### config.mk
export PLATFORM = sky130hd
export DESIGN_NAME = sync_port_demux
export DESIGN_NICKNAME = d
export VERILOG_FILES = /design/src/rtl/sync_demux_pkg.sv /design/src/rtl/sdm_tagger.sv /design/src/rtl/sdm_pipe.sv /design/src/rtl/sdm_outs.sv /design/src/rtl/sync_port_demux.sv
export SDC_FILE = /design/constraint.sdc
export NUM_CORES = 1
export LEC_CHECK = 0
export CAP_MARGIN = 20
export CORE_MARGIN = 2
export CORE_UTILIZATION = 54
export DETAILED_ROUTE_END_ITERATION = 8
export GPL_ROUTABILITY_DRIVEN = 0
export MAX_ROUTING_LAYER = met4
export PLACE_DENSITY = 0.78
export SYNTH_ARGS = -nofsm -noshare
export SYNTH_HDL_FRONTEND = slang
export SYNTH_SLANG_ARGS = --single-unit
### constraint.sdc
create_clock -name clk -period 1.4 [get_ports clk]
set_input_delay 0.35 -clock clk [delete_from_list [all_inputs] [get_ports clk]]
set_output_delay 0.35 -clock clk [all_outputs]
set_load 0.005 [all_outputs]
### src/rtl/sync_demux_pkg.sv
package sync_demux_pkg;

  typedef enum logic [1:0] {
    MODE_SINGLE = 2'd0,
    MODE_INTLV  = 2'd1,
    MODE_DUAL   = 2'd2
  } mode_e;

  typedef enum logic [1:0] {
    TAG_NONE = 2'b00,
    TAG_A    = 2'b01,
    TAG_B    = 2'b10
  } tag_e;

endpackage

### src/rtl/sdm_tagger.sv
module sdm_tagger
  import sync_demux_pkg::*;
(
  input  logic  clk,
  input  logic  rst,
  input  logic  sync_n,
  input  mode_e mode,
  output tag_e  tag_o
);

  logic sync_q;
  logic phase_b;
  logic fall;

  assign fall = sync_q & ~sync_n;

  always_comb begin
    if (mode == MODE_SINGLE)  tag_o = TAG_A;
    else if (sync_n)          tag_o = TAG_NONE;
    else if (fall)            tag_o = TAG_A;
    else                      tag_o = phase_b ? TAG_B : TAG_A;
  end

  always_ff @(posedge clk) begin
    if (rst) begin
      sync_q  <= 1'b1;
      phase_b <= 1'b0;
    end else begin
      sync_q <= sync_n;
      if (mode != MODE_SINGLE && !sync_n)
        phase_b <= (tag_o == TAG_A);
    end
  end

  AST_PAIR_B: assert property (@(posedge clk) disable iff (rst)
    (!sync_n && mode != MODE_SINGLE &&
     $past(!rst && !sync_n && sync_q && mode != MODE_SINGLE)) |-> tag_o == TAG_B);

endmodule

### src/rtl/sdm_pipe.sv
module sdm_pipe
  import sync_demux_pkg::*;
#(
  parameter int W     = 8,
  parameter int DEPTH = 6
) (
  input  logic                       clk,
  input  logic                       rst,
  input  logic [W-1:0]               sample_in,
  input  tag_e                       tag_in,
  output logic [DEPTH-1:0][W-1:0]    data_q,
  output logic [DEPTH-1:0][1:0]      tag_q
);

  for (genvar g = 0; g < DEPTH; g++) begin : g_stage
    if (g == 0) begin : g_head
      always_ff @(posedge clk) begin
        if (rst) begin
          data_q[0] <= '0;
          tag_q[0]  <= TAG_NONE;
        end else begin
          data_q[0] <= sample_in;
          tag_q[0]  <= tag_in;
        end
      end
    end else begin : g_body
      always_ff @(posedge clk) begin
        if (rst) begin
          data_q[g] <= '0;
          tag_q[g]  <= TAG_NONE;
        end else begin
          data_q[g] <= data_q[g-1];
          tag_q[g]  <= tag_q[g-1];
        end
      end
    end

    AST_TAG_ONEHOT: assert property (@(posedge clk) disable iff (rst)
      $onehot0(tag_q[g]));
  end

endmodule

### src/rtl/sdm_outs.sv
module sdm_outs
  import sync_demux_pkg::*;
#(
  parameter int W          = 8,
  parameter int DEPTH      = 6,
  parameter int LAT_SINGLE = 4,
  parameter int LAT_INTLV  = 5,
  parameter int LAT_DUAL_A = 6,
  parameter int LAT_DUAL_B = 5
) (
  input  logic                     clk,
  input  logic                     rst,
  input  mode_e                    mode,
  input  logic [DEPTH-1:0][W-1:0]  data_q,
  input  logic [DEPTH-1:0][1:0]    tag_q,
  output logic [W-1:0]             port_a,
  output logic [W-1:0]             port_b,
  output logic                     dclk
);

  localparam int IW = (DEPTH > 1) ? $clog2(DEPTH) : 1;

  logic [IW-1:0] a_idx, b_idx, c_idx;
  logic          a_load, b_load;
  logic [1:0]    c_tag;

  always_comb begin
    case (mode)
      MODE_SINGLE: begin
        a_idx = IW'(LAT_SINGLE - 1);
        b_idx = IW'(LAT_SINGLE - 1);
        c_idx = IW'(LAT_SINGLE - 1);
      end
      MODE_DUAL: begin
        a_idx = IW'(LAT_DUAL_A - 1);
        b_idx = IW'(LAT_DUAL_B - 1);
        c_idx = IW'(LAT_DUAL_B - 1);
      end
      default: begin
        a_idx = IW'(LAT_INTLV - 1);
        b_idx = IW'(LAT_INTLV - 1);
        c_idx = IW'(LAT_INTLV - 1);
      end
    endcase
  end

  assign a_load = tag_q[a_idx][0];
  assign b_load = (mode != MODE_SINGLE) && tag_q[b_idx][1];
  assign c_tag  = tag_q[c_idx];

  always_ff @(posedge clk) begin
    if (rst) begin
      port_a <= '0;
      port_b <= '0;
      dclk   <= 1'b0;
    end else begin
      if (a_load) port_a <= data_q[a_idx];
      if (b_load) port_b <= data_q[b_idx];
      if (mode == MODE_SINGLE) begin
        if (a_load) dclk <= ~dclk;
      end else if (c_tag != TAG_NONE) begin
        dclk <= c_tag[1];
      end
    end
  end

  AST_SINGLE_B_FROZEN: assert property (@(posedge clk) disable iff (rst)
    (!$past(rst) && $past(mode) == MODE_SINGLE) |-> $stable(port_b));

  AST_DCLK_RISE_B: assert property (@(posedge clk) disable iff (rst)
    (!$past(rst) && $past(mode) != MODE_SINGLE && $rose(dclk)) |-> $past(b_load));

  AST_A_HOLD: assert property (@(posedge clk) disable iff (rst)
    (!$past(rst) && !$past(a_load)) |-> $stable(port_a));

endmodule

### src/rtl/sync_port_demux.sv
module sync_port_demux
  import sync_demux_pkg::*;
#(
  parameter int W          = 8,
  parameter int LAT_SINGLE = 4,
  parameter int LAT_INTLV  = 5,
  parameter int LAT_DUAL_A = 6,
  parameter int LAT_DUAL_B = 5
) (
  input  logic         clk,
  input  logic         rst,
  input  logic         sync_n,
  input  logic [1:0]   mode,
  input  logic [W-1:0] sample_in,
  output logic [W-1:0] port_a,
  output logic [W-1:0] port_b,
  output logic         dclk
);

  localparam int M1    = (LAT_SINGLE > LAT_INTLV) ? LAT_SINGLE : LAT_INTLV;
  localparam int M2    = (LAT_DUAL_A > LAT_DUAL_B) ? LAT_DUAL_A : LAT_DUAL_B;
  localparam int DEPTH = (M1 > M2) ? M1 : M2;

  mode_e                   mode_i;
  tag_e                    tag_new;
  logic [DEPTH-1:0][W-1:0] data_q;
  logic [DEPTH-1:0][1:0]   tag_q;

  assign mode_i = mode_e'(mode);

  sdm_tagger u_tagger (
    .clk    (clk),
    .rst    (rst),
    .sync_n (sync_n),
    .mode   (mode_i),
    .tag_o  (tag_new)
  );

  sdm_pipe #(.W(W), .DEPTH(DEPTH)) u_pipe (
    .clk       (clk),
    .rst       (rst),
    .sample_in (sample_in),
    .tag_in    (tag_new),
    .data_q    (data_q),
    .tag_q     (tag_q)
  );

  sdm_outs #(
    .W(W), .DEPTH(DEPTH), .LAT_SINGLE(LAT_SINGLE), .LAT_INTLV(LAT_INTLV),
    .LAT_DUAL_A(LAT_DUAL_A), .LAT_DUAL_B(LAT_DUAL_B)
  ) u_outs (
    .clk    (clk),
    .rst    (rst),
    .mode   (mode_i),
    .data_q (data_q),
    .tag_q  (tag_q),
    .port_a (port_a),
    .port_b (port_b),
    .dclk   (dclk)
  );

endmodule

==> results.md <==
Run status:
- The run finished with clean final reports.

Pwr:
- Dividing total power by cell area gives a power density of between 1000 and 1500 nW/um^2.
- The total power after layout is ~3.9 mW.
- Across the VDD grid, the largest voltage drop is ~0.00077 V.
- The total leakage power is 1.417 nW.

Yosys:
- The number of distinct standard cells referenced by the synthesized netlist is 21.
- In this run, synthesis produced a sequential element count of 78.
- Of all flip-flops after synthesis, the portion carrying an async set or reset was 0.
- The cell area that synthesis handed to floorplanning was 2515 sq um.
- The synthesized net count is between 200 and 250.
- The top cell type's share of synthesized area is 0.6209.
- The commonest cells after synthesis are sky130_fd_sc_hd__dfxtp_1 (78), sky130_fd_sc_hd__nor2b_1 (56), sky130_fd_sc_hd__mux2i_1 (17).
- Counting every instance in the synthesized netlist gives 222.
- The largest total area in the synthesized netlist belongs to sky130_fd_sc_hd__dfxtp_1.
- Yosys attributes the largest share of cell area to sky130_fd_sc_hd__dfxtp_1 (62%), sky130_fd_sc_hd__nor2b_1 (14%), sky130_fd_sc_hd__mux2i_1 (6.8%), sky130_fd_sc_hd__mux2_2 (3.6%), sky130_fd_sc_hd__o211ai_1 (2.4%).
- The total of warnings raised by yosys is 0.
- The most used flip-flop cell after synthesis is sky130_fd_sc_hd__dfxtp_1.
- Yosys instantiated no cell more often than sky130_fd_sc_hd__dfxtp_1.
- For this run, the register share of the synthesized area comes to 0.6209.
- Dividing the synthesized area by the synthesized cell count gives 11.33 sq um.
- Counting flops with a built-in enable in the synthesized netlist gives 0.

Final layout:
- The proportion of layout cells with a drive suffix above 1 is 0.1515.
- The count of nets after finishing is roughly 270.
- From synthesis to final layout, the design area changed by 23.28%.
- The cell area after layout is slightly above 3000 sq um.
- Once layout is complete, the utilization of the core stands at 0.7024.
- The repair_antennas step left the layout with diodes totalling 0.

Worst setup path:
- In this design, the stage delay of the slowest critical-path cell is 340 ps.
- The signal on the critical path passes through dlygate4sd2_1.
- The kind of launch point of the worst setup path is a flip-flop.
- The worst path buffer plus inverter count is 1.
- The most critical setup path has its startpoint at u_outs.port_b[0].
- The largest individual stage delay along the critical path comes from the cell sky130_fd_sc_hd__dfxtp_2.
- The worst reg2reg path startpoint is u_pipe.tag_q[6].
- On the critical path the largest part of the delay comes from flip-flops.
- The worst setup path is captured at an output port.
- The required time at the endpoint of the critical path is approximately 1100 ps.
- The type of the setup path with the least slack is flip-flop to output port.
- Data arrives at the worst endpoint at approximately 930 ps.
- Along the worst path, the maximum fanout reaches 2.

Clocking:
- The clock root buffer master is sky130_fd_sc_hd__clkbuf_8.
- In this run, CTS created clock tree buffers numbering 9.
- The maximum buffer depth of the clock tree is 2.
- After clock tree synthesis, the clock-pin slew on the worst setup and hold paths is 70 ps.
- TritonCTS built the clock tree.
- Counting every sink on the clock net gives 78.
- The clock latency at the later pin of the worst-skew pair is around 330 ps.
- The clock tree synthesis step divided the H-tree into 3 levels.

Global routing:
- The pin count of the biggest net entering global routing is 40.
- In the global route stage, overall resource usage came out at 0.1750.
- The remaining global-route overflow is 0.
- The number of global-route vias before repair is 1529.
- The global-route wire length before repair is 6.617 mm.
- The initial antenna violation count came to 0.

Drt:
- The detailed router finished its first iteration with 84 violations.
- For this run, design rule violations remaining after detail routing come to 0.
- The detail route stage leaves a number of antenna-violating nets equal to 0.
- The number of iterations in the first detailed-routing pass is 4.
- The mean number of vias per cell is around 4.8.
- The routed layout has 1518 vias.
- The post-detailed-route wirelength per cell is 12.15 um.
- The sum of routed wire length over all layers is 3.840 mm.

Floorplanning:
- The die covers between 5000 and 6000 sq um.
- The die is 72.25 um tall.
- The floorplan has 24 rows.
- The area of the core is 4414 sq um.
- The floorplan step set the die width to 72.25 um.
- The initial utilization of the core area, before any placement, comes to 0.5697.
- The number of top-level pins is 30.

STA:
- The max-slew violation total from the final report was 0.
- The final critical path time including I/O delays and setup is 1276 ps.
- Setup violations remaining at the end of the flow were counted as 0.
- In the finished design, the share of the clock period the worst path needs comes to 0.9115.
- The hold slack is 438.3 ps.
- The final worst-path setup slack is 123.9 ps.
- The maximum operating frequency is slightly below 800 MHz.
- At the pin with the least slew margin, the transition time is approximately 280 ps.
- Setup repair after global routing left no endpoint under its margin.
- The total count of hold-check failures in the final report is 0.
- The maximum clock skew at final layout is 5.771 ps.
- The worst pin sits at a relative slew slack of 0.8116.

Run:
- The number of max-cap violations is 0.

Placed design:
- The placed instances occupy a cell area of between 2000 and 3000 sq um.
- The count of buffers inserted at the top-level ports is 29.
- The estimated wirelength of the detail-placed design is 2.550 mm.
- The worst slack at placement is -430.0 ps.

Hold path:
- The min-delay analysis places its worst path in the category flip-flop to flip-flop.
- The worst hold path begins at u_pipe.data_q[19].
metrics by stage:
step / TNS [ps] / std cells
CTS: 0 / 316
floorplan: 0 / 222
detailed placement: -7183 / 301
global route: 0 / 316
finish: 0 / 316
global placement: -6832 / 301
power breakdown:
group / total [mW] / leakage, nW / switching, mW / internal, mW
logic: 0.187 / 0.689 / 0.0872 / 0.0996
registers: 2.28 / 0.637 / 0.0126 / 2.26
clock network: 1.48 / 0.0914 / 0.713 / 0.768
layer usage:
metal  routed length, um  vias to the layer above  GRT usage
met4                  59                        0    0.08176
met2                1753                       32     0.2630
met1                1853                      688     0.2147
met3                 173                        7    0.05556
li1                    -                      791          -
met5                   0                        -          -
cell usage in the layout, fill, tap and decap left out, drive strengths merged, types with 8 or more instances in the layout:
master | netlist | routed
dfxtp | 78 | 78
nor2b | 56 | 56
dlygate4sd2 | 0 | 18
mux2i | 18 | 18
clkbuf | 9 | 13
nor2 | 12 | 12
buf | 3 | 12
nand2b | 9 | 9
nand2 | 9 | 9
clkdlybuf4s50 | 0 | 9
mux2 | 9 | 9
o211ai | 8 | 8
sequential cells by signal, summed over array words and instances (netlist names):
register,count
u_outs.dclk,1
u_outs.port_a,8
u_outs.port_b,8
u_pipe.data_q,48
u_pipe.tag_q,11
u_tagger.phase_b,1
u_tagger.sync_q,1
cell type report:
| class | count | area, sq um |
|---|---|---|
| multi-input combinational | 129 | 893.4 |
| sequential | 78 | 1568 |
| clock buffer | 13 | 168.9 |
| tap | 52 | 65.06 |
| inverter | 3 | 11.26 |
| fill | 335 | 1314 |
| clock inverter | 1 | 5.005 |
| timing repair buffer | 40 | 389.1 |
timing repair:
item                                    4_1_cts  5_1_grt
endpoints found under the setup margin       33        6
setup buffers                                 1        0
hold buffers                                  0        0
resized for setup                            24        2
logic make-up (layout without fill, tap and decap cells):
kind of cell           after synthesis  count (layout)  synth area share
AND/OR/NAND/NOR                     88              88            0.1980
flip-flops                          78              78            0.6209
multiplexers                        27              27            0.1184
buffers and inverters               15              57           0.02388
AO/OA/AOI/OAI                       14              14           0.03881
path summary, 6_finish.rpt:
check | end | cells after the start | slack (ps)
max | port_b[0] | 1 | 120
min | u_pipe.data_q[27] | 1 | 440
max reg2reg | u_outs.port_a[1] | 4 | 220
min reg2reg | u_pipe.data_q[27] | 1 | 440
(Power assumes the default switching activity.)
